**src/rtl/stby_pkg.sv**
```systemverilog
package stby_pkg;
  // Phase of the estimator: seed from the programmed default, then filter.
  typedef enum logic {
    PH_SEED = 1'b0,
    PH_RUN  = 1'b1
  } phase_e;
endpackage

```
**src/rtl/stby_win_qual.sv**
```systemverilog
module stby_win_qual #(
  parameter int DATA_W = 16
) (
  input  logic              tick_i,
  input  logic              run_i,
  input  logic [DATA_W-1:0] cur_i,
  input  logic [DATA_W-1:0] thr_i,
  input  logic [DATA_W:0]   lim_i,
  output logic              take_o
);
  logic above_thr;
  logic under_lim;

  always_comb begin
    above_thr = (cur_i > thr_i);
    under_lim = ({1'b0, cur_i} <= lim_i);
    take_o    = tick_i & run_i & above_thr & under_lim;
  end
endmodule

```
**src/rtl/stby_iir_step.sv**
```systemverilog
module stby_iir_step #(
  parameter int DATA_W = 16,
  parameter int SHIFT  = 4
) (
  input  logic [DATA_W-1:0] old_i,
  input  logic [DATA_W-1:0] cur_i,
  output logic [DATA_W-1:0] new_o
);
  generate
    if (SHIFT == 0) begin : g_pass
      always_comb new_o = cur_i;
    end else begin : g_leak
      // old - old/2^S + cur/2^S never exceeds the larger operand, so no carry out.
      logic [DATA_W-1:0] old_part;
      logic [DATA_W-1:0] cur_part;
      always_comb begin
        old_part = old_i >> SHIFT;
        cur_part = cur_i >> SHIFT;
        new_o    = old_i - old_part + cur_part;
      end
    end
  endgenerate
endmodule

```
**src/rtl/stby_cur_filter.sv**
```systemverilog
module stby_cur_filter #(
  parameter int DATA_W = 16,
  parameter int SHIFT  = 4
) (
  input  logic              clk,
  input  logic              rst_n,
  input  logic [DATA_W-1:0] prog_sby_i,
  input  logic [DATA_W-1:0] avg_cur_i,
  input  logic [DATA_W-1:0] dmf_thr_i,
  input  logic              tick_i,
  output logic [DATA_W-9:0] si_hi_o,
  output logic [7:0]        si_lo_o
);
  import stby_pkg::*;

  localparam int LIM_W = DATA_W + 1;

  phase_e            phase_q, phase_d;
  logic [DATA_W-1:0] si_q, si_d;
  logic [LIM_W-1:0]  lim_q, lim_d;
  logic              run_w;
  logic              take_w;
  logic [DATA_W-1:0] step_w;
  logic [DATA_W-1:0] code_w;

  assign run_w = (phase_q == PH_RUN);

  stby_win_qual #(.DATA_W(DATA_W)) qual_i (
    .tick_i (tick_i),
    .run_i  (run_w),
    .cur_i  (avg_cur_i),
    .thr_i  (dmf_thr_i),
    .lim_i  (lim_q),
    .take_o (take_w)
  );

  stby_iir_step #(.DATA_W(DATA_W), .SHIFT(SHIFT)) step_i (
    .old_i (si_q),
    .cur_i (avg_cur_i),
    .new_o (step_w)
  );

  // Next-state logic
  always_comb begin
    phase_d = phase_q;
    si_d    = si_q;
    lim_d   = lim_q;
    if (!run_w) begin
      phase_d = PH_RUN;
      si_d    = prog_sby_i;
      lim_d   = {prog_sby_i, 1'b0};
    end else if (take_w) begin
      si_d    = step_w;
    end
  end

  // State registers
  always_ff @(posedge clk or negedge rst_n) begin
    if (!rst_n) begin
      phase_q <= PH_SEED;
      si_q    <= '0;
      lim_q   <= '0;
    end else begin
      phase_q <= phase_d;
      si_q    <= si_d;
      lim_q   <= lim_d;
    end
  end

  // Until seeded, the programmed default is shown directly.
  always_comb begin
    code_w  = run_w ? si_q : prog_sby_i;
    si_hi_o = code_w[DATA_W-1:8];
    si_lo_o = code_w[7:0];
  end
endmodule

```
**config.mk**
```make
export PLATFORM = sky130hd
export DESIGN_NAME = stby_cur_filter
export DESIGN_NICKNAME = d
export VERILOG_FILES = /design/src/rtl/stby_pkg.sv /design/src/rtl/stby_win_qual.sv /design/src/rtl/stby_iir_step.sv /design/src/rtl/stby_cur_filter.sv
export SDC_FILE = /design/constraint.sdc
export NUM_CORES = 1
export LEC_CHECK = 0
export ABC_AREA = 1
export BUFFER_PORTS_ARGS = -buffer_cell sky130_fd_sc_hd__buf_2
export CELL_PAD_IN_SITES_DETAIL_PLACEMENT = 0
export CELL_PAD_IN_SITES_GLOBAL_PLACEMENT = 1
export CORE_MARGIN = 2
export CORE_UTILIZATION = 40
export DETAILED_ROUTE_END_ITERATION = 10
export GPL_ROUTABILITY_DRIVEN = 0
export PLACE_DENSITY_LB_ADDON = 0.1
export SLEW_MARGIN = 20
export SYNTH_ARGS = -nofsm -noshare
export SYNTH_HDL_FRONTEND = slang
export SYNTH_SLANG_ARGS = --single-unit
```
**constraint.sdc**
```tcl
create_clock -name clk -period 3.5 [get_ports clk]
set_clock_uncertainty 0.2 [all_clocks]
set_input_delay 0.525 -clock clk [delete_from_list [all_inputs] [get_ports clk]]
set_output_delay 0.525 -clock clk [all_outputs]
set_load 0.01 [all_outputs]
```
==> results of run 1 <==
[report_power, final]
group,internal (uW),switching [uW]
clock,137,154
combinational,699,1160
sequential,454,65.8
total,1290,1380
[placed cells by master (no fill, tap or decap), types with 2 or more instances in the layout]
cell type,netlist,routed
sky130_fd_sc_hd__buf_2,1,66
sky130_fd_sc_hd__xnor2_1,4,4
sky130_fd_sc_hd__ha_1,47,47
sky130_fd_sc_hd__nand2_2,2,2
sky130_fd_sc_hd__a21oi_1,27,27
sky130_fd_sc_hd__nor3_1,2,2
sky130_fd_sc_hd__a21o_1,3,3
sky130_fd_sc_hd__fa_1,12,12
sky130_fd_sc_hd__inv_2,3,3
sky130_fd_sc_hd__clkinv_2,0,2
sky130_fd_sc_hd__nand2_1,173,173
sky130_fd_sc_hd__nor2_1,29,29
sky130_fd_sc_hd__nor2_2,2,2
sky130_fd_sc_hd__nand3b_1,4,4
sky130_fd_sc_hd__clkbuf_8,0,5
sky130_fd_sc_hd__buf_4,0,3
sky130_fd_sc_hd__dfrtp_1,33,33
sky130_fd_sc_hd__nand3_1,39,39
sky130_fd_sc_hd__o21ai_0,25,25
sky130_fd_sc_hd__inv_1,122,122
sky130_fd_sc_hd__nand4_1,5,5
[worst max-delay path: cells and delay by family]
family | cells | cell delay, ns
adder cells (fa/ha/maj) | 2 | 1.02
AND/OR/NAND/NOR | 10 | 0.94
buffers and inverters | 3 | 0.25
[cell type report]
class,count,area (um^2)
fillers,952,4590
repair buffers,69,353
clock buffers,5,68.8
clock inverters,3,17.5
well taps,108,135
inverters,126,473
multi-input cells,381,2250
flip-flops and latches,33,826
[cell families (layout without fill, tap and decap cells)]
group / after synthesis / in the layout / synth area share, %
compound gates: 58 / 58 / 8.67
fa+ha+maj: 59 / 59 / 23.1
buf+inv: 134 / 203 / 14.2
simple gates: 258 / 258 / 29.7
other cells: 1 / 1 / 0.104
xor+xnor: 5 / 5 / 1.22
flops: 33 / 33 / 23.0
[routing by layer]
metal / up-vias / track usage (%) / routed length (um)
met5: - / 0 / 0
li1: 1823 / - / -
met3: 14 / 2.84 / 444
met4: 0 / 3.58 / 127
met1: 1569 / 27.8 / 4470
met2: 92 / 38.1 / 4870
[per-stage QoR]
stage	hold WS, ns	std cells	setup slack, ns	cell area [um^2]	utilization [%]
3_3_place_gp	0.286	717	0.446	4040	46.3
5_1_grt	0.166	725	0.582	4130	47.3
2_1_floorplan	0.0294	548	0.876	3590	-
3_5_place_dp	0.289	717	0.448	4040	46.3
4_1_cts	0.143	725	0.736	4130	47.3
6_report	0.117	725	0.728	4130	47.3
[flip-flops by register name, indices dropped and copies added (netlist names)]
| register | count |
|---|---|
| lim_q | 16 |
| si_q | 16 |
| phase_q | 1 |
[worst max path at each step]
| stage | depth (start not counted) | slack, ns | to |
|---|---|---|---|
| finish | 15 | 0.73 | si_q[14]$_DFFE_PN0P_ |
| CTS | 15 | 0.74 | si_q[14]$_DFFE_PN0P_ |
| floorplan | 14 | 0.88 | si_q[14]$_DFFE_PN0P_ |
| global placement | 15 | 0.45 | si_q[14]$_DFFE_PN0P_ |
| detailed placement | 15 | 0.45 | si_q[14]$_DFFE_PN0P_ |
| global route | 15 | 0.58 | si_q[14]$_DFFE_PN0P_ |
==> flow_summary.json, run 1 <==
{
  "holdBufCountCts": 0,
  "clock_sinks": 33,
  "number_of_buffers_created_by_cts": 5,
  "timing_max_transition_violations_final": 0,
  "final.setup.tns_ns": 0,
  "core_region_area_mm2": 0.00872,
  "ys_async_sr_fraction_pct": 100,
  "total_vias_in_the_final_route": 3498,
  "areaGrowthSynthToFinish_pct": 14.9,
  "cellPowerDensity_mw_per_mm2": 647,
  "htree_num_levels": 2,
  "reg2reg_from": "si_q[5]$_DFFE_PN0P_",
  "vias_in_the_first_global_route": 3415,
  "run_status": "complete, no violations",
  "design.portCount": 67,
  "hold_violations": 0,
  "crit_path_cell_trace": "buf_2 > inv_1 > fa_1 > inv_1 > fa_1 > nand3_1 > nand3_1 > nand2_1 > nand2_1 > nand2_1 > nand3b_1 > nand3_1 > nand2_1 > nand2_1 > nand2_1",
  "route.detailed.wl_per_inst_um": 13.7,
  "tritoncts_clock_tree": "built",
  "worst-setup-path-type": "in2reg",
  "finalCriticalPeriod_ns": 2.77,
  "main_flop_type_after_synthesis": "sky130_fd_sc_hd__dfrtp_1",
  "r2r_slack_ns": 0.77,
  "synth_seq_cells": 33,
  "grt_pass1_wl_mm": 16.6,
  "port-buffer-count": 66,
  "die-area_mm2": 0.00975,
  "synth.cell_area_mm2": 0.00359,
  "power.leakage_uw": 0.00258,
  "grt_max_degree": 34,
  "overflow": 0,
  "required_ns": 3.47,
  "critPathLaunchType": "input port",
  "yosysWarnings": 0,
  "cap_viol_max_count": 0,
  "post-synth-top-count-cell": "sky130_fd_sc_hd__nand2_1",
  "synth_enable_flop_cells": 0,
  "timing.critical_path.mode_cell": "sky130_fd_sc_hd__nand2_1",
  "slew-limit-headroom_pct": 46.7,
  "netlist.area_leader.share_pct": 23.0,
  "crit_path_max_incr_delay_ns": 0.53,
  "route.detailed.drc": 0,
  "starting_drc_count_in_detailed_routing": 134,
  "netlist_top_cells_count": "sky130_fd_sc_hd__nand2_1, sky130_fd_sc_hd__inv_1, sky130_fd_sc_hd__ha_1",
  "die-width_um": 98.8,
  "postSynthAreaPerCell_um2": 6.56,
  "timing.critical_path.from": "avg_cur_i[5]",
  "grt_setup_unrepaired": "false",
  "end_kind": "register",
  "drt_pass1_iterations": 5,
  "final_min_period_over_clock_period_pct": 79.2,
  "hpwlAfterDp_mm": 8.16,
  "antenna_found_initial": 0,
  "routed_wl_mm": 9.91,
  "critical_path.max_fanout": 5,
  "die_h_um": 98.8,
  "critPathArrivalTime_ns": 2.75,
  "critical_path.reg2reg.endpoint": "si_q[14]$_DFFE_PN0P_",
  "num_rows": 34,
  "cts_root_buf": "sky130_fd_sc_hd__clkbuf_8",
  "power.ir.vdd_worst_mv": 0.333,
  "final_net_count": 726,
  "antenna-diode-count": 0,
  "timing.reg2reg.worst_path_depth": 13,
  "cts_repair_resize_count": 0,
  "mappedNetlistNets": 658,
  "report.power.total_uw": 2670,
  "worst_setup_hold_path_clk_slew_ns": 0.08,
  "grt.total_usage_pct": 21.3,
  "synth_top_cell_by_area": "sky130_fd_sc_hd__dfrtp_1",
  "finalSetupViolations": 0,
  "netlist_instances": 548,
  "ctsLongestPathBuffers": 2,
  "seq_area_frac_synth_pct": 23.0,
  "floorplan.initialDensity_pct": 41.2,
  "timing_worst_slew_pin_value_ns": 0.799,
  "achievable-frequency_mhz": 361,
  "cts_setup_buffers": 0,
  "synth_cell_type_count": 29,
  "crit_path_top_delay_cell": "sky130_fd_sc_hd__fa_1",
  "synth.area.top_cells": "sky130_fd_sc_hd__dfrtp_1, sky130_fd_sc_hd__nand2_1, sky130_fd_sc_hd__ha_1",
  "post_drt_via_cell_ratio": 4.82,
  "worst_skew_pair_later_pin_latency_ns": 0.28,
  "worstHoldPathType": "in2async",
  "final_layout_size_suffix_gt1_share_pct": 13.9,
  "detail-route-antenna-nets": 0
}
Note: power is estimated with default switching activity, not from simulation.
==> run 2: changes to the inputs <==
Settings changed: CORE_UTILIZATION 40 to 36.
Clock period 3.5 ns to 2.2 ns, I/O delays scaled along.
==> flow_summary.json, run 2 (same netlist as run 1, synthesis figures left out) <==
{
  "worstHoldPathType": "in2reg",
  "achievable-frequency_mhz": 401,
  "worst-setup-path-type": "reg2reg",
  "core_region_area_mm2": 0.00973,
  "die_h_um": 104,
  "num_rows": 36,
  "starting_drc_count_in_detailed_routing": 115,
  "drt_pass1_iterations": 5,
  "number_of_buffers_created_by_cts": 5,
  "grt_max_degree": 34,
  "critPathArrivalTime_ns": 2.53,
  "finished_core_util_pct": 51.5,
  "internal_power_uw": 3430,
  "antenna-diode-count": 0,
  "worst_skew_pair_later_pin_latency_ns": 0.29,
  "worst_setup_hold_path_clk_slew_ns": 0.07,
  "grt_met2_use_pct": 37.8,
  "power_frac_seq_pct": 12.4,
  "detail-route-antenna-nets": 0,
  "layout.cells.most_common_list": "sky130_fd_sc_hd__nand2_1, sky130_fd_sc_hd__inv_1, sky130_fd_sc_hd__buf_2, sky130_fd_sc_hd__buf_4, sky130_fd_sc_hd__ha_1",
  "clock_sinks": 33,
  "post_drt_via_cell_ratio": 4.60,
  "finalCriticalPeriod_ns": 2.50,
  "post-place-cells": 782,
  "finalSetupViolations": 14,
  "use_met3_pct": 2.76,
  "dpl_cell_area_mm2": 0.00455,
  "cap_viol_max_count": 0,
  "final_cells": 799,
  "timing.critical_path.from": "si_q[8]$_DFFE_PN0P_",
  "areaGrowthSynthToFinish_pct": 39.5,
  "grt_pass1_wl_mm": 18.2,
  "vias_in_the_first_global_route": 3840,
  "slew-limit-headroom_pct": 47.8,
  "route.detailed.wl_per_inst_um": 13.6,
  "critical_path.reg2reg.endpoint": "si_q[15]$_DFFE_PN0P_",
  "antenna_found_initial": 0,
  "power.leakage_uw": 0.00290,
  "worst_hold_slack_after_final_layout_ns": 0.0996,
  "largest_registers": "lim_q x16, si_q x16, phase_q x1",
  "final_layout_size_suffix_gt1_share_pct": 33.8,
  "grt.total_usage_pct": 20.8,
  "worstHoldEndpoint": "lim_q[1]$_DFFE_PN0N_",
  "p_sw_uw": 3080,
  "share_clk_of_total_power_pct": 9.5,
  "die-width_um": 104,
  "tritoncts_clock_tree": "built",
  "die-area_mm2": 0.0108,
  "met1_usage_pct": 26.2,
  "share_comb_of_total_power_pct": 78.2,
  "reg2reg_from": "si_q[8]$_DFFE_PN0P_",
  "report.power.total_uw": 6510,
  "hpwlAfterDp_mm": 8.81,
  "cellPowerDensity_mw_per_mm2": 1300,
  "fin_area_mm2": 0.00501,
  "htree_num_levels": 2,
  "design.portCount": 67,
  "route.detailed.drc": 0,
  "final.setup.worst_slack_ns": -0.296,
  "gr-max-usage-layer": "met2",
  "run_status": "finished with violations",
  "routed_wl_mm": 10.9,
  "grt_setup_unrepaired": "true",
  "required_ns": 2.23,
  "final_min_period_over_clock_period_pct": 113,
  "r2r_slack_ns": -0.30,
  "timing_max_transition_violations_final": 0,
  "total_vias_in_the_final_route": 3673,
  "fillerInstances": 1044,
  "swShare_pct": 47.4,
  "failed_checks": "setup timing",
  "overflow": 0,
  "timing.reg2reg.worst_path_depth": 13,
  "hold_start": "prog_sby_i[0]",
  "final_net_count": 775,
  "cts_root_buf": "sky130_fd_sc_hd__clkbuf_8",
  "timing_worst_slew_pin_value_ns": 0.784,
  "critical_path.max_fanout": 4,
  "end_kind": "register",
  "power.ir.vdd_worst_mv": 0.657,
  "floorplan.initialDensity_pct": 36.9,
  "ctsLongestPathBuffers": 2,
  "critPathLaunchType": "register",
  "port-buffer-count": 66,
  "hold_violations": 0,
  "layout_commonest_cell": "sky130_fd_sc_hd__nand2_1",
  "hold_depth": 3
}
[run 2: what timing repair did]
action / CTS / global route
cloned: 0 / 0
endpoints found under the hold margin: 33 / 0
buffers inserted: 5 / 3
pin swaps: 34 / 36
hold buffers: 1 / 0
endpoints found under the setup margin: 13 / 16
gates resized for setup: 45 / 44
[run 2: metal layers]
metal	wire length [um]	vias up	share of wire (%)
met5	0	-	0
met4	186	0	1.7
met3	431	15	4.0
met2	5360	75	49
met1	4910	1661	45
li1	-	1922	-
[run 2: power by group through the flow]
| stage | Clock [uW] | Sequential, uW | Combinational, uW |
|---|---|---|---|
| 5_1_grt | 648 | 819 | 5670 |
| 3_3_place_gp | 0 | 803 | 3930 |
| 2_1_floorplan | 0 | 802 | 2700 |
| 4_1_cts | 624 | 806 | 4500 |
| 3_5_place_dp | 0 | 808 | 3930 |
| 6_report | 616 | 806 | 5090 |
[run 2: final cells by class]
cell class	instances	area, um^2	area share (%)
multi-input combinational	381	2670	53.3
sequential	33	826	16.5
timing repair buffer	118	749	15.0
inverter	126	480	9.59
tap	133	166	3.32
clock buffer	7	86.3	1.72
clock inverter	1	30.0	0.599
[run 2: worst max-delay path, stage by stage (launching register included)]
cell and delay [ns]:
sky130_fd_sc_hd__dfrtp_1 0.41, sky130_fd_sc_hd__buf_6 0.13, sky130_fd_sc_hd__fa_1 0.49, sky130_fd_sc_hd__inv_2 0.05, sky130_fd_sc_hd__ha_4 0.26, sky130_fd_sc_hd__nand2_2 0.06
sky130_fd_sc_hd__nand2_2 0.08, sky130_fd_sc_hd__a21oi_4 0.14, sky130_fd_sc_hd__nand2_4 0.10, sky130_fd_sc_hd__nand3_2 0.08, sky130_fd_sc_hd__nand3_1 0.10, sky130_fd_sc_hd__a21oi_2 0.20
sky130_fd_sc_hd__nand2_1 0.07, sky130_fd_sc_hd__nand2_1 0.06
[run 2: worst max path at each step]
| stage | endpoint | cells after the start |
|---|---|---|
| floorplan | si_q[14]$_DFFE_PN0P_ | 14 |
| global placement | si_q[14]$_DFFE_PN0P_ | 15 |
| detailed placement | si_q[13]$_DFFE_PN0P_ | 15 |
| CTS | si_q[10]$_DFFE_PN0P_ | 14 |
| global route | si_q[10]$_DFFE_PN0P_ | 14 |
| finish | si_q[15]$_DFFE_PN0P_ | 13 |
[run 2: stage by stage]
| stage | TNS [ns] | setup WS [ns] |
|---|---|---|
| after floorplan | -0.0663 | -0.0380 |
| final | -2.95 | -0.296 |
| after global placement | -4.43 | -0.441 |
| after detailed placement | -4.57 | -0.443 |
| after global routing | -4.61 | -0.431 |
| after CTS | -3.03 | -0.292 |
